--- src/rtl/vrtx_pkg.sv ---
package vrtx_pkg;

   // Kind of segment chosen for the current planning step
   typedef enum logic [1:0] {
      SEG_NONE = 2'd0,
      SEG_PART = 2'd1,
      SEG_ROW  = 2'd2,
      SEG_TAIL = 2'd3
   } seg_kind_e;

   typedef enum logic {
      ST_IDLE = 1'b0,
      ST_RUN  = 1'b1
   } ctl_st_e;

endpackage

--- src/rtl/vrtx_seg_plan.sv ---
module vrtx_seg_plan
   import vrtx_pkg::*;
#(
   parameter int XW   = 10,
   parameter int YW   = 9,
   parameter int DIMW = 16,
   parameter int PCW  = 17
) (
   input  logic [XW-1:0]   cur_x,
   input  logic [YW-1:0]   cur_y,
   input  logic [DIMW-1:0] cur_w,
   input  logic [DIMW-1:0] cur_h,
   input  logic [DIMW-1:0] cur_off,
   input  logic [PCW-1:0]  pix_left,
   output seg_kind_e       kind,
   output logic [DIMW-1:0] seg_len,
   output logic [XW-1:0]   seg_x,
   output logic [YW-1:0]   seg_y
);

   localparam int LW = (DIMW > PCW) ? DIMW : PCW;

   logic [LW:0] w_e, off_e, p_e, room, part_len;

   assign w_e      = (LW+1)'(cur_w);
   assign off_e    = (LW+1)'(cur_off);
   assign p_e      = (LW+1)'(pix_left);
   assign room     = w_e - off_e;
   assign part_len = (p_e < room) ? p_e : room;

   always_comb begin
      kind    = SEG_NONE;
      seg_len = '0;
      seg_x   = cur_x;
      seg_y   = cur_y;
      if (cur_h != '0 && cur_w != '0 && pix_left != '0) begin
         if (cur_off != '0) begin
            kind    = SEG_PART;
            seg_len = part_len[DIMW-1:0];
            seg_x   = cur_x + cur_off[XW-1:0];
         end else if (p_e >= w_e) begin
            kind    = SEG_ROW;
            seg_len = cur_w;
         end else begin
            kind    = SEG_TAIL;
            seg_len = p_e[DIMW-1:0];
         end
      end
   end

endmodule

--- src/rtl/vrtx_cursor.sv ---
module vrtx_cursor
   import vrtx_pkg::*;
#(
   parameter int XW   = 10,
   parameter int YW   = 9,
   parameter int DIMW = 16
) (
   input  logic            clk,
   input  logic            rst_n,
   input  logic            load,
   input  logic [XW-1:0]   ld_x,
   input  logic [YW-1:0]   ld_y,
   input  logic [DIMW-1:0] ld_w,
   input  logic [DIMW-1:0] ld_h,
   input  logic            step,
   input  seg_kind_e       step_kind,
   input  logic [DIMW-1:0] step_len,
   output logic [XW-1:0]   cur_x,
   output logic [YW-1:0]   cur_y,
   output logic [DIMW-1:0] cur_w,
   output logic [DIMW-1:0] cur_h,
   output logic [DIMW-1:0] cur_off
);

   logic [DIMW:0] off_sum;
   assign off_sum = {1'b0, cur_off} + {1'b0, step_len};

   always_ff @(posedge clk or negedge rst_n) begin
      if (!rst_n) begin
         cur_x   <= '0;
         cur_y   <= '0;
         cur_w   <= '0;
         cur_h   <= '0;
         cur_off <= '0;
      end else if (load) begin
         cur_x   <= ld_x;
         cur_y   <= ld_y;
         cur_w   <= ld_w;
         cur_h   <= ld_h;
         cur_off <= '0;
      end else if (step) begin
         unique case (step_kind)
            SEG_PART: begin
               if (off_sum < {1'b0, cur_w}) begin
                  cur_off <= off_sum[DIMW-1:0];
               end else begin
                  cur_off <= '0;
                  cur_y   <= cur_y + 1'b1;
                  cur_h   <= cur_h - 1'b1;
               end
            end
            SEG_ROW: begin
               cur_y <= cur_y + 1'b1;
               cur_h <= cur_h - 1'b1;
            end
            SEG_TAIL: cur_off <= step_len;
            default: ;
         endcase
      end
   end


   off_lt_width_chk: assert property (@(posedge clk) disable iff (!rst_n)
      (cur_off == '0) || (cur_off < cur_w));


   rows_dec_chk: assert property (@(posedge clk) disable iff (!rst_n)
      (step && !load && step_kind == SEG_ROW) |=> (cur_h == $past(cur_h) - 1'b1));


   row_wrap_chk: assert property (@(posedge clk) disable iff (!rst_n)
      (step && !load && step_kind == SEG_ROW && cur_y == '1) |=> (cur_y == '0));

endmodule

--- src/rtl/vrtx_burst_ctl.sv ---
module vrtx_burst_ctl
   import vrtx_pkg::*;
#(
   parameter int CNTW = 16,
   parameter int PCW  = 17,
   parameter int DIMW = 16
) (
   input  logic            clk,
   input  logic            rst_n,
   input  logic            start_vld,
   input  logic            burst_vld,
   input  logic [CNTW-1:0] burst_words,
   input  seg_kind_e       kind,
   input  logic [DIMW-1:0] seg_len,
   input  logic [DIMW-1:0] rows_left,
   output logic            idle,
   output logic            load,
   output logic            step,
   output logic [PCW-1:0]  pix_left,
   output logic [PCW-1:0]  seg_src,
   output logic            fin,
   output logic [CNTW-1:0] fin_words,
   output logic            warn
);

   ctl_st_e         st;
   logic            take;
   logic [CNTW-1:0] words_in;
   logic [PCW:0]    unused_half;

   assign idle = (st == ST_IDLE);
   assign load = idle && start_vld;
   assign take = idle && !start_vld && burst_vld;
   assign step = (st == ST_RUN) && (kind != SEG_NONE);
   assign fin  = (st == ST_RUN) && (kind == SEG_NONE);

   assign unused_half = ({1'b0, pix_left} + 1'b1) >> 1;
   assign fin_words   = words_in - unused_half[CNTW-1:0];

   always_ff @(posedge clk or negedge rst_n) begin
      if (!rst_n) begin
         st       <= ST_IDLE;
         pix_left <= '0;
         seg_src  <= '0;
         words_in <= '0;
         warn     <= 1'b0;
      end else begin
         warn <= load && (rows_left != '0);
         if (take) begin
            st       <= ST_RUN;
            pix_left <= {burst_words, 1'b0};
            seg_src  <= '0;
            words_in <= burst_words;
         end else if (step) begin
            pix_left <= pix_left - PCW'(seg_len);
            seg_src  <= seg_src + PCW'(seg_len);
         end else if (fin) begin
            st <= ST_IDLE;
         end
      end
   end


   pix_dec_chk: assert property (@(posedge clk) disable iff (!rst_n)
      step |=> (pix_left == $past(pix_left) - PCW'($past(seg_len))));


   fin_idle_chk: assert property (@(posedge clk) disable iff (!rst_n)
      fin |=> idle);


   take_busy_chk: assert property (@(posedge clk) disable iff (!rst_n)
      take |=> !idle);

endmodule

--- src/rtl/vrtx_out_stage.sv ---
module vrtx_out_stage #(
   parameter int XW      = 10,
   parameter int YW      = 9,
   parameter int DIMW    = 16,
   parameter int PCW     = 17,
   parameter int CNTW    = 16,
   parameter bit REG_OUT = 1'b1
) (
   input  logic            clk,
   input  logic            rst_n,
   input  logic            in_vld,
   input  logic            in_rd,
   input  logic [XW-1:0]   in_x,
   input  logic [YW-1:0]   in_y,
   input  logic [DIMW-1:0] in_len,
   input  logic [PCW-1:0]  in_src,
   input  logic            in_fin,
   input  logic [CNTW-1:0] in_fin_words,
   output logic            out_vld,
   output logic            out_rd,
   output logic [XW-1:0]   out_x,
   output logic [YW-1:0]   out_y,
   output logic [DIMW-1:0] out_len,
   output logic [PCW-1:0]  out_src,
   output logic            out_fin,
   output logic [CNTW-1:0] out_fin_words
);

   generate
      if (REG_OUT) begin : g_reg
         always_ff @(posedge clk or negedge rst_n) begin
            if (!rst_n) begin
               out_vld       <= 1'b0;
               out_rd        <= 1'b0;
               out_x         <= '0;
               out_y         <= '0;
               out_len       <= '0;
               out_src       <= '0;
               out_fin       <= 1'b0;
               out_fin_words <= '0;
            end else begin
               out_vld       <= in_vld;
               out_rd        <= in_rd;
               out_x         <= in_x;
               out_y         <= in_y;
               out_len       <= in_len;
               out_src       <= in_src;
               out_fin       <= in_fin;
               out_fin_words <= in_fin_words;
            end
         end
      end else begin : g_comb
         logic unused_clk;
         assign unused_clk    = clk ^ rst_n;
         assign out_vld       = in_vld;
         assign out_rd        = in_rd;
         assign out_x         = in_x;
         assign out_y         = in_y;
         assign out_len       = in_len;
         assign out_src       = in_src;
         assign out_fin       = in_fin;
         assign out_fin_words = in_fin_words;
      end
   endgenerate

endmodule

--- src/rtl/vrtx_engine.sv ---
module vrtx_engine
   import vrtx_pkg::*;
#(
   parameter int XW      = 10,
   parameter int YW      = 9,
   parameter int DIMW    = 16,
   parameter int CNTW    = 16,
   parameter bit REG_OUT = 1'b1
) (
   input  logic              clk,
   input  logic              rst_n,
   input  logic              start_vld,
   input  logic [31:0]       start_pos,
   input  logic [31:0]       start_size,
   input  logic              start_rd,
   input  logic              burst_vld,
   input  logic [CNTW-1:0]   burst_words,
   output logic              idle,
   output logic              busy,
   output logic              restart_warn,
   output logic              line_vld,
   output logic              line_rd,
   output logic [XW-1:0]     line_x,
   output logic [YW-1:0]     line_y,
   output logic [DIMW-1:0]   line_len,
   output logic [CNTW:0]     line_src,
   output logic              done,
   output logic [CNTW-1:0]   done_words
);

   localparam int PCW   = CNTW + 1;
   localparam int YLSB  = 16;

   generate
      if (XW < 1 || XW > 16) begin : g_bad_xw
         $error("vrtx_engine: XW must lie in 1..16");
      end
      if (YW < 1 || YLSB + YW > 32) begin : g_bad_yw
         $error("vrtx_engine: YW must fit above bit 16 of the position word");
      end
      if (DIMW < 1 || 2 * DIMW > 32) begin : g_bad_dimw
         $error("vrtx_engine: two DIMW fields must fit in the size word");
      end
      if (CNTW < 1 || CNTW > 30) begin : g_bad_cntw
         $error("vrtx_engine: CNTW must lie in 1..30");
      end
   endgenerate

   logic unused_bits;
   assign unused_bits = ^{start_pos, start_size};

   seg_kind_e       kind;
   logic [DIMW-1:0] seg_len;
   logic [XW-1:0]   seg_x, cur_x;
   logic [YW-1:0]   seg_y, cur_y;
   logic [DIMW-1:0] cur_w, cur_h, cur_off;
   logic [PCW-1:0]  pix_left, seg_src;
   logic            load, step, fin;
   logic [CNTW-1:0] fin_words;
   logic            dir_q;

   always_ff @(posedge clk or negedge rst_n) begin
      if (!rst_n)    dir_q <= 1'b0;
      else if (load) dir_q <= start_rd;
   end

   assign busy = (cur_h != '0);

   vrtx_burst_ctl #(.CNTW(CNTW), .PCW(PCW), .DIMW(DIMW)) ctl_i (
      .clk         (clk),
      .rst_n       (rst_n),
      .start_vld   (start_vld),
      .burst_vld   (burst_vld),
      .burst_words (burst_words),
      .kind        (kind),
      .seg_len     (seg_len),
      .rows_left   (cur_h),
      .idle        (idle),
      .load        (load),
      .step        (step),
      .pix_left    (pix_left),
      .seg_src     (seg_src),
      .fin         (fin),
      .fin_words   (fin_words),
      .warn        (restart_warn)
   );

   vrtx_cursor #(.XW(XW), .YW(YW), .DIMW(DIMW)) cur_i (
      .clk       (clk),
      .rst_n     (rst_n),
      .load      (load),
      .ld_x      (start_pos[XW-1:0]),
      .ld_y      (start_pos[YLSB +: YW]),
      .ld_w      (start_size[DIMW-1:0]),
      .ld_h      (start_size[DIMW +: DIMW]),
      .step      (step),
      .step_kind (kind),
      .step_len  (seg_len),
      .cur_x     (cur_x),
      .cur_y     (cur_y),
      .cur_w     (cur_w),
      .cur_h     (cur_h),
      .cur_off   (cur_off)
   );

   vrtx_seg_plan #(.XW(XW), .YW(YW), .DIMW(DIMW), .PCW(PCW)) plan_i (
      .cur_x    (cur_x),
      .cur_y    (cur_y),
      .cur_w    (cur_w),
      .cur_h    (cur_h),
      .cur_off  (cur_off),
      .pix_left (pix_left),
      .kind     (kind),
      .seg_len  (seg_len),
      .seg_x    (seg_x),
      .seg_y    (seg_y)
   );

   vrtx_out_stage #(
      .XW(XW), .YW(YW), .DIMW(DIMW), .PCW(PCW), .CNTW(CNTW), .REG_OUT(REG_OUT)
   ) out_i (
      .clk           (clk),
      .rst_n         (rst_n),
      .in_vld        (step),
      .in_rd         (dir_q),
      .in_x          (seg_x),
      .in_y          (seg_y),
      .in_len        (seg_len),
      .in_src        (seg_src),
      .in_fin        (fin),
      .in_fin_words  (fin_words),
      .out_vld       (line_vld),
      .out_rd        (line_rd),
      .out_x         (line_x),
      .out_y         (line_y),
      .out_len       (line_len),
      .out_src       (line_src),
      .out_fin       (done),
      .out_fin_words (done_words)
   );


   seg_nonzero_chk: assert property (@(posedge clk) disable iff (!rst_n)
      line_vld |-> (line_len != '0));


   seg_done_excl_chk: assert property (@(posedge clk) disable iff (!rst_n)
      $onehot0({line_vld, done}));


   dir_stable_chk: assert property (@(posedge clk) disable iff (!rst_n)
      (line_vld && $past(line_vld)) |-> $stable(line_rd));


   empty_rect_chk: assert property (@(posedge clk) disable iff (!rst_n)
      (cur_w == '0 || cur_h == '0) |-> !step);

endmodule

--- config.mk ---
export PLATFORM = sky130hd
export DESIGN_NAME = vrtx_engine
export DESIGN_NICKNAME = d
export VERILOG_FILES = /design/src/rtl/vrtx_pkg.sv /design/src/rtl/vrtx_seg_plan.sv /design/src/rtl/vrtx_cursor.sv /design/src/rtl/vrtx_burst_ctl.sv /design/src/rtl/vrtx_out_stage.sv /design/src/rtl/vrtx_engine.sv
export SDC_FILE = /design/constraint.sdc
export NUM_CORES = 1
export LEC_CHECK = 0
export ABC_AREA = 1
export BUFFER_PORTS_ARGS = -buffer_cell sky130_fd_sc_hd__buf_2
export CAP_MARGIN = 20
export CELL_PAD_IN_SITES_DETAIL_PLACEMENT = 1
export CELL_PAD_IN_SITES_GLOBAL_PLACEMENT = 1
export CORE_ASPECT_RATIO = 0.5
export CORE_MARGIN = 5
export CORE_UTILIZATION = 44
export DETAILED_ROUTE_END_ITERATION = 16
export GPL_ROUTABILITY_DRIVEN = 1
export PLACE_DENSITY = 0.78
export SYNTH_ARGS = -nofsm -noshare
export SYNTH_HDL_FRONTEND = slang
export SYNTH_HIERARCHICAL = 1
export SYNTH_SLANG_ARGS = --single-unit
--- constraint.sdc ---
create_clock -name clk -period 6.95 [get_ports clk]
set_clock_uncertainty 0.1 [all_clocks]
set_input_delay 1.7375 -clock clk [delete_from_list [all_inputs] [get_ports clk]]
set_output_delay 1.7375 -clock clk [all_outputs]
set_load 0.01 [all_outputs]
* After elaboration in Yosys (flattened, before gate mapping)
Index checks and enable logic that the tools add are counted.
** Storage, ports and cells
- Register bits :: 191
- Bits in latches :: 0
- Bits in writable memories :: 0
- Bits in read-only memories :: 0
- Input bits :: 85
- Output and inout bits :: 74
- Logic and storage cells :: 88
- Memories :: 0
** Cells by class
- $add $sub $neg :: 9
- $mul :: 0
- Div/mod/pow operators :: 0
- $lt $le $gt $ge :: 3
- Equality and inequality tests :: 5
- Shift-type cells :: 0
- Mux-type cells :: 28
- Bitwise logic cells :: 1
- Reductions and logical operators :: 23
** Operators by type and width (count)
- 16-bit two-way mux :: 10
- 17-bit two-way mux :: 4
- 16-bit case mux with 2 select lines :: 2
- 16-bit nonzero test :: 3
- 9-bit two-way mux :: 3
- 10-bit two-way mux :: 2
- 17-bit by 18-bit < comparator with 1-bit output :: 1
- 9-bit case mux with 2 select lines :: 1
- 16-bit by 16-bit adder with 17-bit output :: 1
- 17-bit by 1-bit adder with 17-bit output (second input constant) :: 1
- 17-bit by 16-bit adder with 17-bit output :: 1
- 17-bit by 16-bit >= comparator with 1-bit output :: 1
- 17-bit by 16-bit < comparator with 1-bit output :: 1
- 17-bit nonzero test :: 1
- 16-bit by 16-bit subtractor with 17-bit output :: 1
- 17-bit by 16-bit subtractor with 17-bit output :: 1
- 16-bit by 1-bit subtractor with 16-bit output (second input constant) :: 1
- 16-bit subtractor :: 1
- 10-bit adder :: 1
- 9-bit by 1-bit adder with 9-bit output (second input constant) :: 1
- 1-bit logical AND :: 8
- 2-bit nonzero test :: 4
- 3-bit nonzero test :: 2
- 2-bit equality test (second input constant) :: 2
- 10 further kinds :: 15

* Depth between registers and ports, before layout
Gate-level depths: netlist of the first run.
- Depth in word-level cells :: 11
- Gate-level depth with buffers :: 51
- Mapped depth without buffers :: 49

* Hierarchy
Netlist of the first run, hierarchy kept.
** Modules (own cells, without submodules)
- vrtx_burst_ctl :: instances 1, cells each 751, area each 4931.0 µm², seq. area each 1301.2 µm²
- vrtx_cursor :: instances 1, cells each 668, area each 4712.0 µm², seq. area each 1676.6 µm²
- vrtx_seg_plan :: instances 1, cells each 544, area each 3064.2 µm², seq. area each 0.0 µm²
- vrtx_out_stage :: instances 1, cells each 71, area each 1776.7 µm², seq. area each 1776.7 µm²
- vrtx_engine :: instances 1, cells each 19, area each 93.8 µm², seq. area each 25.0 µm²

* Worst setup path before layout of the first run
Ideal clock, no wire load.
- Path type :: flip-flop to flip-flop
- Start point :: register cur_i.cur_w[0]
- End point :: register cur_i.cur_h[6]
- Setup time :: 0.117 ns
- Arrival :: 5.653 ns
- Required time :: 6.733 ns
- Path slack :: 1.080 ns
- Stages on the path, launching flop included :: 48
- Path buffers :: 1
- Clock period less this slack :: 5.870 ns
- Cell sequence :: dfrtp_1 > inv_1 > ha_1 > inv_1 > fa_1 > nand2_1 > nand2_1 > o21ai_1 > o21ai_2 > xor2_1 > inv_1 > ha_1 > nand2_1 > inv_1 > nand2_1 > nor2_1 > nand2_1 > nand3_1 > [12 not listed] > xnor2_1 > ha_1 > nand2_1 > nor2_1 > nand3_1 > nand3_1 > nand2_1 > nand2_1 > nand2_1 > nand2_1 > nand2_2 > nand2_2 > nand2_2 > nand2_4 > nand2_4 > buf_8 > nand2_1 > nand2_1
** On the way
- Word-level cells in the longest chain between the ends :: 9
- Elaborated cells between the ends (all ways) :: 26
- Those cells by class :: 2 x add/sub; 3 x order compare; 3 x eq/ne; 10 x mux; 8 x reduce/logical
** RTL lines
- from (decl) :: line vrtx_cursor.sv:20 : output logic [DIMW-1:0] cur_w,
- from (signal assigned) :: line vrtx_cursor.sv:38 : cur_w <= ld_w;
- 16-bit by 16-bit subtractor with 17-bit output :: line vrtx_seg_plan.sv:28 : assign room = w_e - off_e;
- 17-bit by 18-bit < comparator with 1-bit output :: line vrtx_seg_plan.sv:29 : assign part_len = (p_e < room) ? p_e : room;
- 16-bit two-way mux :: line vrtx_seg_plan.sv:29
- 16-bit two-way mux :: line vrtx_seg_plan.sv:37 : if (cur_off != '0) begin
- 16-bit two-way mux (*) :: line vrtx_seg_plan.sv:36 : if (cur_h != '0 && cur_w != '0 && pix_left != '0) begin
- net seg_len[1] :: line vrtx_engine.sv:53 : logic [DIMW-1:0] seg_len;
- 16-bit by 16-bit adder with 17-bit output (*) :: line vrtx_cursor.sv:26 : assign off_sum = {1'b0, cur_off} + {1'b0, step_len};
- 17-bit by 16-bit < comparator with 1-bit output (*) :: line vrtx_cursor.sv:44 : if (off_sum < {1'b0, cur_w}) begin
- 3-bit inequality test (no source line) (*)
- 3-bit AND reduction (no source line) (*)
- to (signal assigned) :: line vrtx_cursor.sv:39 : cur_h <= ld_h;
- to (signal assigned) :: line vrtx_cursor.sv:49 : cur_h <= cur_h - 1'b1;
- to (signal assigned) :: line vrtx_cursor.sv:54 : cur_h <= cur_h - 1'b1;
- to (decl) :: line vrtx_cursor.sv:21 : output logic [DIMW-1:0] cur_h,
Mark *: on every way through the listed nets, which the timed path passes. The rest lies on a longest branch. The select of a mux whose other input is x is not followed.
A chain may end at the register's enable or synchronous reset.

* Worst setup path after layout of the first run
- Start point :: register cur_i.cur_off[5]
- End point :: register cur_i.cur_h[2]
** On the way
- Word-level cells in the longest chain between the ends :: 9
- Elaborated cells between the ends (all ways) :: 21
- Those cells by class :: 2 x add/sub; 2 x order compare; 3 x eq/ne; 8 x mux; 6 x reduce/logical
** RTL lines
- from (decl) :: line vrtx_cursor.sv:22 : output logic [DIMW-1:0] cur_off
- from (signal assigned) :: line vrtx_cursor.sv:45 : cur_off <= off_sum[DIMW-1:0];
- from (signal assigned) :: line vrtx_cursor.sv:56 : SEG_TAIL: cur_off <= step_len;
- 16-bit by 16-bit subtractor with 17-bit output :: line vrtx_seg_plan.sv:28
- 17-bit by 18-bit < comparator with 1-bit output :: line vrtx_seg_plan.sv:29
- 16-bit two-way mux :: line vrtx_seg_plan.sv:29
- 16-bit two-way mux (*) :: line vrtx_seg_plan.sv:37
- 16-bit two-way mux (*) :: line vrtx_seg_plan.sv:36
- net seg_len[0] :: line vrtx_engine.sv:53
- 16-bit by 16-bit adder with 17-bit output (*) :: line vrtx_cursor.sv:26
- 17-bit by 16-bit < comparator with 1-bit output (*) :: line vrtx_cursor.sv:44
- 3-bit inequality test (no source line) (*)
- 3-bit AND reduction (no source line) (*)
Marks and branches as above.

==> metrics, run 1 <==
initial antenna violation count=0; Top FF cell, synth=dfrtp_1; 1st-iter DRT viols=948; Synth Area in Adders=12.6%; R2R Setup Slk=0.40 ns; pin count of the biggest net entering global routing=78; Synthesized Nets=2281; CP Capture Type=flop; # IOs=159; post-DP HPWL=37.8 mm; RR Endpoint=cur_i/cur_h[2]; Post-Route WL=49.4 mm; Hold-fix buffers, CTS=0; maxcap violations=0; Post-Synth Simple-Gate Area=31.2%; CTS Sinks=191; Starting Density=44.3%; Die Span X=267 microns; Synth Area in Compound Gates=11.1%; Routed wire per std cell=18.5 microns; CTS tree=done; mux contribution to synthesized area=0%; worst slew pin tran=0.885 ns; # DRC=0; Startpoint Class=flop; I/O Buffers=145; hold path depth=0; row count=47; CP dominant cell by count=nand2_1; Synth Instances=2053; largest family of logic cells by synthesized area=simple AND/OR/NAND/NOR gates; Core Box Area=32900 sq um; first-pass GRT wire length=78.7 mm; required time worst endpoint=7.19 ns; Final ANT Viol Nets=0; layout cells sized above 1=12.9%; Synth Register Bits=191; Max transition margin=41.0%; Worst path slowest cell=dfrtp_1; total CTS buffers=17; Worst-path clk slew=0.09 ns; Final Max Slew Viols=0; worst hold start=dir_q; final worst-path cycle share=94.3%; vias in the first global route=14581; total gr overflow=0; xor/xnor share of the synthesized area=3.79%; unrepaired setup endpoints after global routing=false; min cycle time layout=6.55 ns; CTS Buffer Depth=2; Hold EP=out_i/out_rd; Clock Tree Root=clkbuf_16; Via-to-Cell Ratio=5.37; drt pass-1 iters=5; Seq/Total Area, Yosys=32.8%; status=complete, no violations; f_max=153 MHz; worst-case reg-to-reg path depth=46; CTS HTree Levels=4; gr usage total=26.5%; setup TNS=0 ns; area grow syn2layout=14.1%; worst min path class=flop to flop; async set-or-reset flop fraction in the synthesized netlist=100%; CP Max Fanout=11; CP arrival=6.79 ns; CP Class=flop to flop; Finish-stage setup viols=0; ANT cells=0; Yosys warnings=6; syn_area_per_cell=7.10 sq um; via count=14321; EDFF count, synth=0; Post-Syn Area=14600 sq um; Die ar.=37100 sq um; gpl congestion=0.937; Netlist cell types=52; commonest non-fill, non-tap cell in the layout=nand2_1; nets=2440; Die H=139 microns; Fin. Hold Viols=0; worst skew pair latency=0.47 ns; commonest non-fill, non-tap cells in the layout=nand2_1, inv_1, dfrtp_1, buf_2, ha_1; worst r2r src=cur_i/cur_off[5]; largest stage delay on the critical path=0.50 ns; fillcell total=4346
[through the flow]
step,cell area [sq um],instances,setup slack [ns],util [%],hold WS (ns)
floorplan,14600,2053,1.08,-,0.254
global placement,15900,2631,0.343,48.4,0.259
detailed placement,15900,2631,0.233,48.4,0.275
CTS,16500,2663,0.133,50.3,0.296
global route,16600,2666,0.00732,50.6,0.306
finish,16600,2666,0.398,50.6,0.291
[Yosys cell counts (3+ instances only)]
cell type	count	share of area (%)
xor2_1	44	2.6
nand2_2	9	0.39
a21oi_2	7	0.42
nand2_1	675	17
clkbuf_1	17	0.44
o211ai_1	8	0.41
o21ai_0	83	2.8
buf_1	3	0.077
buf_4	11	0.57
ha_1	137	12
a21oi_1	127	4.4
nor2_1	124	3.2
buf_2	13	0.45
nand2_4	5	0.39
inv_2	5	0.13
nand3b_1	10	0.51
nor2_2	3	0.13
nor3_1	20	0.69
o21bai_1	12	0.62
dfrtp_1	191	33
o21ai_2	3	0.18
or2_2	7	0.30
a31oi_1	14	0.60
nand3_1	133	4.6
o21a_1	4	0.21
inv_1	255	6.6
nor4_1	18	0.77
fa_1	6	0.82
nand4_1	40	1.7
xnor2_1	19	1.1
nand3_2	8	0.55
o21ai_1	4	0.14
a21o_1	12	0.62
[worst max path at each step]
stage	from	endpoint	slack (ns)	depth (start not counted)
2_1_floorplan	cur_i/cur_w[0]	cur_i/cur_h[6]	1.08	47
3_3_place_gp	cur_i/cur_off[0]	cur_i/cur_y[2]	0.34	45
3_5_place_dp	cur_i/cur_off[0]	cur_i/cur_h[2]	0.23	46
4_1_cts	cur_i/cur_off[0]	cur_i/cur_h[2]	0.13	46
5_1_grt	cur_i/cur_off[5]	cur_i/cur_h[2]	0.007	44
6_report	cur_i/cur_off[5]	cur_i/cur_h[2]	0.40	46
[metal layers]
layer	wire length [microns]	track usage, %	part of all wire (%)
met5	0	0	0
met4	1230	7.47	2.5
met2	22500	43.2	45
met1	23400	37.0	47
met3	2380	3.95	4.8
[what timing repair did]
item / 4_1_cts / 5_1_grt
setup buffers: 0 / 3
endpoints found under the hold margin: 0 / 0
endpoints found under the setup margin: 0 / 41
gates resized for setup: 0 / 17
[layout make-up]
cell class,instances,area (sq um),share of cell area [%]
repair buffers,188,1060,6.40
clock inverters,15,204,1.23
multi-input cells,1552,8620,51.8
clock buffers,17,425,2.56
well taps,441,552,3.32
flip-flops and latches,191,4780,28.8
inverters,262,983,5.91
[sequential cells by signal, summed over array words and instances (netlist names), 9 cells and up]
signal               count
ctl_i/pix_left          17
ctl_i/seg_src           17
ctl_i/words_in          16
cur_i/cur_h             16
cur_i/cur_off           16
cur_i/cur_w             16
cur_i/cur_x             10
cur_i/cur_y              9
out_i/out_fin_words     16
out_i/out_len           16
out_i/out_src           17
out_i/out_x             10
out_i/out_y              9
[kinds of logic after synthesis]
kind of cell    after synthesis
simple gates               1061
buf+inv                     310
compound gates              285
flops                       191
fa+ha+maj                   143
xor+xnor                     63
[critical path, delay by kind of cell (launching register included)]
family                     cells  cell delay, ns
xor gates and xnor gates       1            0.20
buffers and inverters          6            0.66
AOI/OAI and AO/OA              4            0.61
and+or+nand+nor               30            2.76
adders and majority gates      5            1.59
DFF                            1            0.50
Power of run 1 is left out: the tool's default activity adds up to more than one toggle a clock period on the data nets, which glitch-free logic cannot reach.
==> run 2, diff against run 1 <==
Settings changed: PLACE_DENSITY 0.78 to 0.87, RECOVER_POWER from default to 100, TNS_END_PERCENT from default to 20.
==> run 2 against run 1 <==
The run now ends with max-capacitance violations, max-slew violations left. Non-clock buffer count up 4. Global-route usage up 0.59 points. Routed wire length up 1.9%. Worst hold slack worse by 0.0068 ns. Worst setup slack worse by 0.022 ns. Utilization down 0.34 points. Maximum frequency down 0.34%. Via count up 1.8%. Cell count up 0.19%. Sequential cell count unchanged. Critical path type unchanged.
==> metrics, run 2 (synthesis results as in run 1) <==
status=finished with violations; failing checks=max-capacitance violations, max-slew violations; Clock Tree Root=clkbuf_16; Core Box Area=32900 sq um (unchanged); commonest non-fill, non-tap cell in the layout=nand2_1; Die ar.=37100 sq um (unchanged); # IOs=159 (unchanged); WP buf/inv=5 (-1); Die H=139 microns (unchanged); min cycle time layout=6.57 ns (+0.0222 ns); 1st-iter DRT viols=1166 (+23%); Worst-path clk slew=0.08 ns (about the same); layout cells sized above 1=9.20% (-3.7 points); nets=2444 (+0.16%); post-DP HPWL=37.9 mm (+0.50%); CP Class=flop to flop; Fin. Hold Viols=0 (unchanged); Hold-fix buffers, CTS=0 (unchanged); gpl congestion=0.941 (+0.43%); CP delay by family, top=simple AND/OR/NAND/NOR gates; worst setup margin=0.376 ns (-0.0222 ns); CP arrival=6.83 ns (+0.04 ns); worst slack, placed=0.350 ns (+0.117 ns); Worst path slowest cell=dfrtp_2; worst skew pair latency=0.47 ns (about the same); area grow syn2layout=13.3%; f_max=152 MHz (-0.34%); total CTS buffers=17 (unchanged); Finish-stage setup viols=0 (unchanged); Post-Route WL=50.4 mm (+1.9%); # DRC=0 (unchanged); Startpoint Class=flop; final worst-path cycle share=94.6% (+0.32 points); via count=14579 (+1.8%); largest stage delay on the critical path=0.44 ns (-0.06 ns); unrepaired setup endpoints after global routing=false; Die Span X=267 microns (unchanged); CTS tree=done; initial antenna violation count=1 (+1); Starting Density=44.3% (unchanged); biggest regs=ctl_i/pix_left (17), ctl_i/seg_src (17), out_i/out_src (17); row count=47 (unchanged); Via-to-Cell Ratio=5.46 (+1.6%); I/O Buffers=145 (unchanged); CTS Sinks=191 (unchanged); register area=4790 sq um (about the same); setup TNS=0 ns (unchanged); CP Capture Type=flop; total gr overflow=0 (unchanged); Final ANT Viol Nets=0 (unchanged); first-pass GRT wire length=81.0 mm (+2.9%); CTS Buffer Depth=2 (unchanged); worst min path class=flop to flop; Final Max Slew Viols=216 (+216); commonest non-fill, non-tap cells in the layout=nand2_1, inv_1, dfrtp_1, nand3_1, ha_1; vias in the first global route=15248 (+4.6%); pin count of the biggest net entering global routing=101 (+29%); Max transition margin=-113% (-150 points); worst slew pin tran=3.20 ns (+2.31 ns); gr usage total=27.1% (+0.59 points); fillcell total=4293 (-1.2%); CTS HTree Levels=4 (unchanged); CP dominant cell by count=nand2_1; maxcap violations=5 (+5); Multi-input gate area=8590 sq um (-0.35%); CP Max Fanout=14 (+3); drt pass-1 iters=5 (unchanged); required time worst endpoint=7.21 ns (+0.02 ns); Routed wire per std cell=18.9 microns (+1.7%)
-- run 2: final cells by class --
class	count	share of cell area, %
multi-input combinational	1552	52.0
sequential	191	29.0
timing repair buffer	192	6.04
inverter	262	5.95
tap	441	3.34
clock buffer	17	2.57
clock inverter	15	1.11
antenna	1	0.0151
-- run 2: final timing paths --
path                                        from             end  slack [ns]  cells past startpoint
worst min register to register             dir_q    out_i/out_rd        0.28                      0
worst max-delay path            cur_i/cur_off[2]  cur_i/cur_y[8]        0.38                     45
worst max register to register  cur_i/cur_off[2]  cur_i/cur_y[8]        0.38                     45
min in group asynchronous                  rst_n  out_i/out_x[6]        1.21                      1
max in group asynchronous                  rst_n  out_i/out_x[5]        1.92                      2
worst min-delay path                       dir_q    out_i/out_rd        0.28                      0
-- run 2: worst register-to-register path: cells and delay by family (launching register included) --
family | cells | cell delay, ns
XOR/XNOR | 2 | 0.41
buffers and inverters | 5 | 0.56
AND/OR/NAND/NOR | 29 | 2.74
AO/OA/AOI/OAI | 5 | 0.89
flip-flops | 1 | 0.44
adder cells (fa/ha/maj) | 4 | 1.39
-- run 2: per-stage QoR --
stage / std cells / hold WS, ns / util [%] / cell area (sq um)
6_report: 2671 / 0.285 / 50.3 / 16500
5_1_grt: 2670 / 0.287 / 50.3 / 16500
3_5_place_dp: 2636 / 0.265 / 48.6 / 16000
3_3_place_gp: 2636 / 0.260 / 48.6 / 16000
2_1_floorplan: 2053 / 0.254 / - / 14600
4_1_cts: 2668 / 0.284 / 50.4 / 16600
-- run 2: layer usage --
layer	GRT usage, %	vias up	routed length, microns	share of wire [%]
met4	9.32	2	1580	3.1
met3	4.24	105	2530	5.0
met2	45.4	369	23700	47
li1	-	6998	-	-
met1	35.9	7105	22600	45
met5	0	-	7	0.014
-- run 2: what timing repair did --
action                     4_1_cts  5_1_grt
setup endpoints to repair        0       41
gates resized for setup          0       24
buffers inserted                 0        1
Power of run 2 is left out for the same reason.
==> run 3, diff against run 2 <==
--- a/config.mk
+++ b/config.mk
@@ -13,3 +13,2 @@
 export CORE_ASPECT_RATIO = 0.5
-export CORE_MARGIN = 5
 export CORE_UTILIZATION = 44
==> constraint.sdc (replaced) <==
create_clock -name clk -period 6.95 [get_ports clk]
set_clock_uncertainty 0.1 [all_clocks]
set_input_delay 0.3475 -clock clk [delete_from_list [all_inputs] [get_ports clk]]
set_output_delay 0.3475 -clock clk [all_outputs]
set_load 0.01 [all_outputs]
==> run 3 against run 2 <==
The flow still finishes with violations (max-capacitance violations, max-slew violations). Sequential share of layout area is 0.26 points lower. Die area fell by 8.6%. Via count grew 1.0%. Critical endpoint is now cur_i/cur_h[3]. Global-route usage up 3.3 points. Largest cell class unchanged. Cell count is 0.11% higher. Highest routed layer is now met4.
==> metrics, run 3 (synthesis results as in run 1) <==
# DRC=0 (unchanged); R2R Setup Slk=0.28 ns (-0.09 ns); Startpoint Class=flop; commonest non-fill, non-tap cells in the layout=nand2_1, inv_1, dfrtp_1, nand3_1, ha_1; Finish-stage setup viols=0 (unchanged); Core Box Area=32100 sq um (-2.3%); CP arrival=6.92 ns (+0.09 ns); CP dominant cell by count=nand2_1; Die Span X=259 microns (-3.0%); Max transition margin=-174% (-61 points); worst min path class=primary input to flop; Finished Core Util=51.9% (+1.6 points); CP Class=flop to flop; status=finished with violations; largest stage delay on the critical path=0.45 ns (about the same); hold path depth=3 (+3); nets=2457 (+0.53%); final worst-path cycle share=95.9% (+1.3 points); CTS HTree Levels=4 (unchanged); pin count of the biggest net entering global routing=86 (-15%); first-pass GRT wire length=79.9 mm (-1.4%); f_max=150 MHz (-1.4%); post-DP HPWL=37.6 mm (-0.80%); CTS tree=done; drt pass-1 iters=5 (unchanged); Fin Hold WS=0.0170 ns (-0.268 ns); row count=46 (-2.1%); Post-Route WL=51.4 mm (+2.1%); required time worst endpoint=7.21 ns (about the same); Worst path slowest cell=dfrtp_2; worst slew pin tran=4.12 ns (+0.920 ns); area grow syn2layout=14.3%; total CTS buffers=17 (unchanged); commonest non-fill, non-tap cell in the layout=nand2_1; fillcell total=4252 (-0.96%); worst setup margin=0.285 ns (-0.0912 ns); worst skew pair latency=0.48 ns (about the same); Starting Density=45.4% (+1.0 points); CTS Buffer Depth=2 (unchanged); Multi-input gate area=8610 sq um (+0.20%); min cycle time layout=6.67 ns (+0.0912 ns); failing checks=max-capacitance violations, max-slew violations; Final ANT Viol Nets=0 (unchanged); layout cells sized above 1=8.47% (-0.72 points); maxcap violations=2 (-3); initial antenna violation count=0 (-1); Die ar.=33900 sq um (-8.6%); worst-case reg-to-reg path depth=45 (unchanged); I/O Buffers=145 (unchanged); CTS Sinks=191 (unchanged); Routed wire per std cell=19.2 microns (+2.0%); worst slack, placed=0.304 ns (-0.0462 ns); biggest regs=ctl_i/pix_left (17), ctl_i/seg_src (17), out_i/out_src (17); Die H=131 microns (-5.8%); Final Max Slew Viols=147 (-32%); via count=14727 (+1.0%); ANT cells=0 (-1); Via-to-Cell Ratio=5.51 (+0.90%); register area=4780 sq um (about the same); Worst-path clk slew=0.09 ns (about the same); CP Capture Type=flop; gr usage total=30.5% (+3.3 points); vias in the first global route=14800 (-2.9%); Clock Tree Root=clkbuf_16; total gr overflow=0 (unchanged); # IOs=159 (unchanged); Fin. Hold Viols=0 (unchanged); 1st-iter DRT viols=932 (-20%); CP Max Fanout=10 (-4); gpl congestion=0.949 (+0.87%)
run 3: changes by cell type in the layout (fill, tap and decap cells not counted), moves of 3 or more:
cell,previous run,this run
buf_4,35,25
inv_6,5,1
dlygate4sd3_1,0,23
nor2_1,122,125
clkinv_8,2,5
nor2_2,5,2
run 3: final timing paths:
kind | end | startpoint
worst max-delay path | cur_i/cur_h[3] | cur_i/cur_off[4]
worst min-delay path | ctl_i/words_in[9] | burst_words[9]
worst max register to register | cur_i/cur_h[3] | cur_i/cur_off[4]
worst min register to register | out_i/out_rd | dir_q
max in group asynchronous | cur_i/cur_w[12] | rst_n
min in group asynchronous | out_i/out_fin_words[11] | rst_n
run 3: per-stage QoR:
stage | std cells | setup TNS (ns) | cell area (sq um)
2_1_floorplan | 2053 | 0 | 14600
3_3_place_gp | 2617 | 0 | 15900
3_5_place_dp | 2617 | 0 | 15900
4_1_cts | 2672 | 0 | 16700
5_1_grt | 2674 | -2.78 | 16700
6_report | 2674 | 0 | 16700
run 3: repair_timing:
item,4_1_cts,5_1_grt
gates resized for setup,0,25
endpoints found under the hold margin,92,0
endpoints found under the setup margin,0,41
setup buffers,0,2
hold buffers,23,0
run 3: layout make-up:
class | instances | area share, %
inverter | 262 | 5.90
tap | 432 | 3.24
sequential | 191 | 28.7
clock inverter | 15 | 1.26
clock buffer | 17 | 2.55
multi-input combinational | 1552 | 51.7
timing repair buffer | 205 | 6.67
run 3: routing by layer:
| metal | part of all wire (%) | global-route usage (%) | wire length [microns] | up-vias |
|---|---|---|---|---|
| met2 | 46 | 50.8 | 23800 | 388 |
| li1 | - | - | - | 7043 |
| met3 | 5.9 | 5.32 | 3020 | 101 |
| met4 | 3.3 | 11.1 | 1700 | 0 |
| met5 | 0 | 0 | 0 | - |
| met1 | 45 | 40.0 | 22900 | 7195 |
run 3: worst max-delay path, delay by kind of cell (launching register included):
kind | cells | cell delay (ns)
fa+ha+maj | 5 | 1.65
compound gates | 4 | 0.79
simple gates | 29 | 2.37
buf+inv | 5 | 0.60
flops | 1 | 0.45
xor+xnor | 2 | 0.58
Power of run 3 is left out for the same reason.
